--- config.mk ---
export PLATFORM = sky130hd
export DESIGN_NAME = tri_interval_timer
export DESIGN_NICKNAME = d
export VERILOG_FILES = /design/src/rtl/pit_pkg.sv /design/src/rtl/pit_prescaler.sv /design/src/rtl/pit_channel.sv /design/src/rtl/tri_interval_timer.sv
export SDC_FILE = /design/constraint.sdc
export NUM_CORES = 1
export LEC_CHECK = 0
export CORE_MARGIN = 2
export CORE_UTILIZATION = 50
export CTS_CLUSTER_SIZE = 14
export DETAILED_ROUTE_END_ITERATION = 7
export HOLD_SLACK_MARGIN = 0.1
export PLACE_DENSITY = 0.78
export SLEW_MARGIN = 20
export SYNTH_ARGS = -nofsm -noshare
export SYNTH_HDL_FRONTEND = slang
export SYNTH_SLANG_ARGS = --single-unit
--- constraint.sdc ---
create_clock -name clk -period 10.1 [get_ports clk]
set_input_delay 2.02 -clock clk [delete_from_list [all_inputs] [get_ports clk]]
set_output_delay 2.02 -clock clk [all_outputs]
set_load 0.02 [all_outputs]
--- src/rtl/pit_pkg.sv ---
`timescale 1ns/1ps
package pit_pkg;

  localparam int DATA_W = 32;

  // word offsets inside one channel window
  localparam logic [5:0] WD_LOAD   = 6'd0;
  localparam logic [5:0] WD_VALUE  = 6'd1;
  localparam logic [5:0] WD_CTRL   = 6'd2;
  localparam logic [5:0] WD_CLEAR  = 6'd3;
  localparam logic [5:0] WD_RAW    = 6'd4;
  localparam logic [5:0] WD_MASKED = 6'd5;
  localparam logic [5:0] WD_BGLOAD = 6'd6;

  localparam logic [7:0] CTRL_RESET = 8'h20;

  typedef struct packed {
    logic       enable;    // bit 7
    logic       periodic;  // bit 6
    logic       irq_en;    // bit 5
    logic       spare;     // bit 4
    logic [1:0] divsel;    // bits 3:2
    logic       size32;    // bit 1
    logic       oneshot;   // bit 0
  } ctrl_t;

  // log2 of the tick divider picked by the divider select field
  function automatic logic [3:0] div_shift(input logic [1:0] sel);
    case (sel)
      2'b01:   div_shift = 4'd4;
      2'b10:   div_shift = 4'd8;
      default: div_shift = 4'd0;
    endcase
  endfunction

  // count after one step
  function automatic logic [DATA_W-1:0] step_value(
      input logic [DATA_W-1:0] cur,
      input logic [DATA_W-1:0] lim,
      input logic              periodic,
      input logic              size32);
    if (cur != '0)
      step_value = cur - 1'b1;
    else if (periodic)
      step_value = lim;
    else if (size32)
      step_value = {DATA_W{1'b1}};
    else
      step_value = DATA_W'(16'hFFFF);
  endfunction

endpackage

--- src/rtl/pit_prescaler.sv ---
`timescale 1ns/1ps
module pit_prescaler #(
  parameter int PRE_W = 8
) (
  input  logic       clk,
  input  logic       rst_n,
  input  logic       restart,
  input  logic       run,
  input  logic       tick,
  input  logic [3:0] shift,
  output logic       step
);

  logic [PRE_W-1:0] cnt_q;
  logic [PRE_W-1:0] term;

  assign term = PRE_W'((32'd1 << shift) - 32'd1);
  assign step = run && tick && !restart && (cnt_q == term);

  always_ff @(posedge clk) begin
    if (!rst_n)                cnt_q <= '0;
    else if (restart)          cnt_q <= '0;
    else if (run && tick)      cnt_q <= step ? '0 : cnt_q + 1'b1;
  end

  // the divider phase never passes the selected terminal value
  p_div_bound_r3: assert property (@(posedge clk) disable iff (!rst_n)
    !restart |=> (cnt_q <= term));

endmodule

--- src/rtl/pit_channel.sv ---
`timescale 1ns/1ps
module pit_channel
  import pit_pkg::*;
#(
  parameter int WORD_W = 6,
  parameter int PRE_W  = 8
) (
  input  logic              clk,
  input  logic              rst_n,
  input  logic              tick,
  input  logic              wr_en,
  input  logic [WORD_W-1:0] word,
  input  logic [DATA_W-1:0] wdata,
  output logic [DATA_W-1:0] rdata,
  output logic              irq
);

  ctrl_t             ctrl_q;
  logic [DATA_W-1:0] count_q;
  logic [DATA_W-1:0] limit_q;
  logic              raw_q;

  // named internal events
  logic we_load, we_bg, we_ctrl, we_clear, we_value;
  logic halted, run, step, zero_hit;
  logic [DATA_W-1:0] next_val;

  assign we_load  = wr_en && (word == WORD_W'(WD_LOAD));
  assign we_bg    = wr_en && (word == WORD_W'(WD_BGLOAD));
  assign we_ctrl  = wr_en && (word == WORD_W'(WD_CTRL));
  assign we_clear = wr_en && (word == WORD_W'(WD_CLEAR));
  assign we_value = wr_en && (word == WORD_W'(WD_VALUE));

  assign halted   = ctrl_q.oneshot && (count_q == '0);
  assign run      = ctrl_q.enable && !halted;
  assign next_val = step_value(count_q, limit_q, ctrl_q.periodic, ctrl_q.size32);
  assign zero_hit = step && (next_val == '0);

  pit_prescaler #(.PRE_W(PRE_W)) u_div (
    .clk     (clk),
    .rst_n   (rst_n),
    .restart (we_load || we_ctrl),
    .run     (run),
    .tick    (tick),
    .shift   (div_shift(ctrl_q.divsel)),
    .step    (step)
  );

  always_ff @(posedge clk) begin
    if (!rst_n) begin
      ctrl_q  <= ctrl_t'(CTRL_RESET);
      count_q <= {DATA_W{1'b1}};
      limit_q <= '0;
      raw_q   <= 1'b0;
    end else begin
      if (we_ctrl)             ctrl_q  <= ctrl_t'(wdata[7:0]);
      if (we_load || we_bg)    limit_q <= wdata;
      if (we_load)             count_q <= wdata;
      else if (step)           count_q <= next_val;
      if (zero_hit)            raw_q   <= 1'b1;
      else if (we_clear)       raw_q   <= 1'b0;
    end
  end

  assign irq = raw_q && ctrl_q.irq_en;

  always_comb begin
    rdata = '0;
    case (word)
      WORD_W'(WD_LOAD), WORD_W'(WD_BGLOAD): rdata = limit_q;
      WORD_W'(WD_VALUE):  rdata = count_q;
      WORD_W'(WD_CTRL):   rdata = DATA_W'(ctrl_q);
      WORD_W'(WD_RAW):    rdata = DATA_W'(raw_q);
      WORD_W'(WD_MASKED): rdata = DATA_W'(raw_q && ctrl_q.irq_en);
      default:            rdata = '0;
    endcase
  end

  // a disabled channel keeps its count unless loaded
  p_hold_disabled_r1: assert property (@(posedge clk) disable iff (!rst_n)
    (!ctrl_q.enable && !we_load) |=> (count_q == $past(count_q)));

  // free-running expiry wraps by size
  p_wrap_r2: assert property (@(posedge clk) disable iff (!rst_n)
    (step && count_q == '0 && !ctrl_q.periodic) |=>
      (count_q == ($past(ctrl_q.size32) ? {DATA_W{1'b1}} : DATA_W'(16'hFFFF))));

  // periodic expiry reloads the limit
  p_reload_r2: assert property (@(posedge clk) disable iff (!rst_n)
    (step && count_q == '0 && ctrl_q.periodic) |=> (count_q == $past(limit_q)));

  // a spent one-shot stays at zero and raises nothing
  p_oneshot_hold_r4: assert property (@(posedge clk) disable iff (!rst_n)
    (ctrl_q.oneshot && count_q == '0 && !we_load) |=> (count_q == '0));
  p_oneshot_quiet_r4: assert property (@(posedge clk) disable iff (!rst_n)
    (ctrl_q.oneshot && count_q == '0) |-> !zero_hit);

  // background load leaves the count alone
  p_bg_keeps_count_r5: assert property (@(posedge clk) disable iff (!rst_n)
    (we_bg && !step) |=> (count_q == $past(count_q)));

  // a clear without a coincident expiry drops the flag
  p_clear_r6: assert property (@(posedge clk) disable iff (!rst_n)
    (we_clear && !zero_hit) |=> !raw_q);

  // no request while the interrupt enable is low
  p_irq_masked_r8: assert property (@(posedge clk) disable iff (!rst_n)
    !ctrl_q.irq_en |-> !irq);

  // value-word writes do not reach the count
  p_value_ignored_r9: assert property (@(posedge clk) disable iff (!rst_n)
    (we_value && !step) |=> (count_q == $past(count_q)));

  // the raw flag only rises after a step that reached zero
  p_raw_source_r10: assert property (@(posedge clk) disable iff (!rst_n)
    $rose(raw_q) |-> $past(zero_hit));

endmodule

--- src/rtl/tri_interval_timer.sv ---
`timescale 1ns/1ps
module tri_interval_timer
  import pit_pkg::*;
#(
  parameter int NUM_TIMERS = 3,
  parameter int WIN_BITS   = 8,
  parameter int PRE_W      = 8,
  localparam int IDX_W     = $clog2(NUM_TIMERS),
  localparam int WORD_W    = WIN_BITS - 2,
  localparam int ADDR_W    = IDX_W + WORD_W
) (
  input  logic                  clk,
  input  logic                  rst_n,
  input  logic                  bus_wr,
  input  logic [ADDR_W-1:0]     bus_word_addr,
  input  logic [DATA_W-1:0]     bus_wdata,
  output logic [DATA_W-1:0]     bus_rdata,
  input  logic [NUM_TIMERS-1:0] tick_en,
  output logic [NUM_TIMERS-1:0] irq
);

  logic [IDX_W-1:0]  idx;
  logic [WORD_W-1:0] word;
  logic [DATA_W-1:0] ch_rdata [NUM_TIMERS];

  assign idx  = bus_word_addr[ADDR_W-1:WORD_W];
  assign word = bus_word_addr[WORD_W-1:0];

  for (genvar i = 0; i < NUM_TIMERS; i++) begin : g_ch
    pit_channel #(.WORD_W(WORD_W), .PRE_W(PRE_W)) u_ch (
      .clk   (clk),
      .rst_n (rst_n),
      .tick  (tick_en[i]),
      .wr_en (bus_wr && (idx == IDX_W'(i))),
      .word  (word),
      .wdata (bus_wdata),
      .rdata (ch_rdata[i]),
      .irq   (irq[i])
    );
  end

  always_comb begin
    bus_rdata = '0;
    for (int i = 0; i < NUM_TIMERS; i++)
      if (idx == IDX_W'(i)) bus_rdata = ch_rdata[i];
  end

  // unmapped channel index reads zero
  p_unmapped_zero_r11: assert property (@(posedge clk) disable iff (!rst_n)
    (int'(idx) >= NUM_TIMERS) |-> (bus_rdata == '0));

endmodule

==> results.yml <==
final_layout:
  postLayoutCellArea_um2: 17200
  num_antenna_cells: 0
  drive_above_1_share: 0.0589
  nNetsFinal: 2048
  area_delta_synth_final_pct: 10.6
  fillCellCount: 2893
global_route:
  grt_max_degree: 126
  grt_first_pass_wirelength_um: 89100
  first_global_vias: 14800
  grt_usage: 0.345
  antenna_found_initial: 0
  overflow: 0
yosys:
  yosys-top-cells-area: "dfxtp_1 31%, nand2_1 11%, a21boi_0 5.1%, clkbuf_1 3.5%, a22oi_1 3.0%"
  async_flop_share: 0
  synth_seq_cells: 243
  synth_edf_count: 0
  yosys_warnings: 0
  synth.area.mux_share: 0.0214
  synth_compound_area_frac: 0.256
  yosysUniqueCellTypes: 87
  synth_top_family_by_area: "simple AND/OR/NAND/NOR gates"
  ys_seq_area_frac: 0.314
  synth_xor_xnor_area_share: 0.0514
  synth_simple_gate_area_frac: 0.288
  yosys.area_share.adder: 0.0121
  synth_ff_type: "dfxtp_1"
  yosys-top-cells-count: "449 x nand2_1, 243 x dfxtp_1, 143 x clkbuf_1, 105 x a21boi_0, 91 x a21oi_1"
  yosysTopAreaCellShare: 0.314
  synthCells: 2032
  syn_nets: 2093
  yosysMostFrequentCell: "nand2_1"
  syn_area_um2: 15500
  postSynthAreaPerCell_um2: 7.63
  synth_top_area_cell: "dfxtp_1"
sta:
  worst_slew_pin_slew_ns: 1.06
  holdWs_ns: 0.492
  period_share: 0.790
  finalSetupViolations: 0
  fmax_mhz: 125
  final_hold_viol_count: 0
  max_slew_margin: 0.294
  maxSlewViolCount: 0
  tns_ns: 0
  fin_skew_ns: 0.0160
  rsz0062_at_grt: "no"
  period_needed_ns: 7.98
setup_path:
  cp.arrival_ns: 5.96
  worstSetupPathType: "input pin to primary output"
  critPathMaxFanout: 27
  crit_path_start_kind: "input pin"
  worstSetupEndpointType: "primary output"
  required_ns: 8.08
die:
  core-area_um2: 30600
  ios: 81
  start_util: 0.507
  fp.dieW_um: 180
  rows: 64
  die_area_um2: 32400
  die_h_um: 180
pwr:
  p_per_area_nw_per_um2: 121
  p_leak_uw: 0.00560
  peakVddDrop_uv: 119
drt:
  vias_per_cell: 6.76
  postRouteAntennaNets: 0
  drt-initial-drc-count: 2769
  dr.pass1.iters: 8
  wl_per_cell_um: 24.4
  finalWirelength_um: 58600
  vias: 16200
  drc: 24
placement:
  port_buffers: 80
  hpwl_um: 41200
  dpl-instance-area_um2: 16200
  gp_congestion: 1.03
clocking:
  clock_path_buffers: 3
  clkTransAtPathRegs_ns: 0.06
  hold_buffers: 0
  insertion_delay_ns: 0.56
  cts.repair.resized: 0
  numClockSinks: 243
  htree_levels: 1
  cts_setup_buffers: 0
  cts_buffers: 28
  cts_root_buffer: "clkbuf_16"
  cts_tree: "built"
hold_path:
  hold_class: "flip-flop to flip-flop"
run_status:
  violations: "design-rule violations"
  status: "finished with violations"
job:
  maxCapViolCount: 0
## report_power, final
group / leakage (µW) / internal, µW / total [µW] / switching (µW)
Sequential: 0.00196 / 961 / 964 / 3.85
Clock: 0.000449 / 596 / 1010 / 415
Combinational: 0.00319 / 36.5 / 105 / 68.8
Total: 0.00560 / 1590 / 2080 / 488
## cells in the final DEF (no fill, tap or decap), types with 33 or more instances in the layout
| master | netlist | routed |
|---|---|---|
| a21oi_1 | 91 | 91 |
| nor3_1 | 53 | 52 |
| o21ai_0 | 70 | 70 |
| a221o_1 | 38 | 38 |
| xor2_1 | 49 | 49 |
| nand4_1 | 33 | 33 |
| dfxtp_1 | 243 | 243 |
| nand3_1 | 49 | 48 |
| nor4_1 | 36 | 36 |
| nand2_1 | 449 | 449 |
| nor2_1 | 82 | 80 |
| a21boi_0 | 105 | 105 |
| a22oi_1 | 61 | 61 |
| clkdlybuf4s50_1 | 0 | 79 |
| xnor2_1 | 42 | 42 |
## routing by layer
metal,vias to the layer above,routed length (µm),global-route usage
met4,0,1980,0.112
met3,142,7190,0.0701
met1,7733,24000,0.485
met2,1028,25500,0.531
li1,7311,-,-
met5,-,0,0
## sequential cells by signal (all words and copies together), names as in the netlist
signal and count:
g_ch.u_ch.ctrl_q 24, g_ch.u_ch.count_q 96, g_ch.u_ch.limit_q 96, g_ch.u_ch.u_div.cnt_q 24, g_ch.u_ch.raw_q 3
## cell type report
cell class	instances	area, µm²	area share
tap	396	495	0.0289
clock inverter	2	10.0	0.000584
sequential	243	4860	0.284
clock buffer	44	892	0.0520
multi-input combinational	1587	9800	0.571
inverter	18	67.6	0.00394
timing repair buffer	109	1020	0.0595
## worst paths after layout
kind / start / end / slack (ns) / depth (start not counted)
hold / removal: g_ch[2].u_ch.limit_q[17] / g_ch[2].u_ch.limit_q[17] / 0.49 / 2
hold reg to reg: g_ch[2].u_ch.limit_q[17] / g_ch[2].u_ch.limit_q[17] / 0.49 / 2
setup / recovery: bus_word_addr[3] / bus_rdata[0] / 2.12 / 9
setup reg to reg: g_ch[1].u_ch.count_q[0] / g_ch[1].u_ch.count_q[4] / 5.97 / 9
## per-stage QoR
stage          instances  power (µW)  utilization  worst slack (ns)
4_1_cts             2399        2080        0.561              2.36
5_1_grt             2399        2120        0.561              1.95
3_5_place_dp        2353        1090        0.531              2.38
2_1_floorplan       2032        1030            -              3.87
6_report            2399        2080        0.561              2.12
3_3_place_gp        2353        1080        0.531              2.58
## critical path: stages
cell and delay [ns]:
clkdlybuf4s50_1 0.39, or3_1 0.48, nor3_1 0.53, and2_1 0.89, nand2_1 0.12, o2111ai_1 0.17
o221ai_1 0.21, nor3_1 0.44, clkdlybuf4s50_1 0.70
## kinds of logic (layout without fill, tap and decap cells)
family / after synthesis / after routing
and+or+nand+nor: 900 / 900
AOI/OAI and AO/OA: 548 / 548
DFF: 243 / 243
buffers and inverters: 202 / 173
xor gates and xnor gates: 91 / 91
muxes: 33 / 33
adders and majority gates: 15 / 15
No activity file was read; power rests on OpenSTA's default activity.
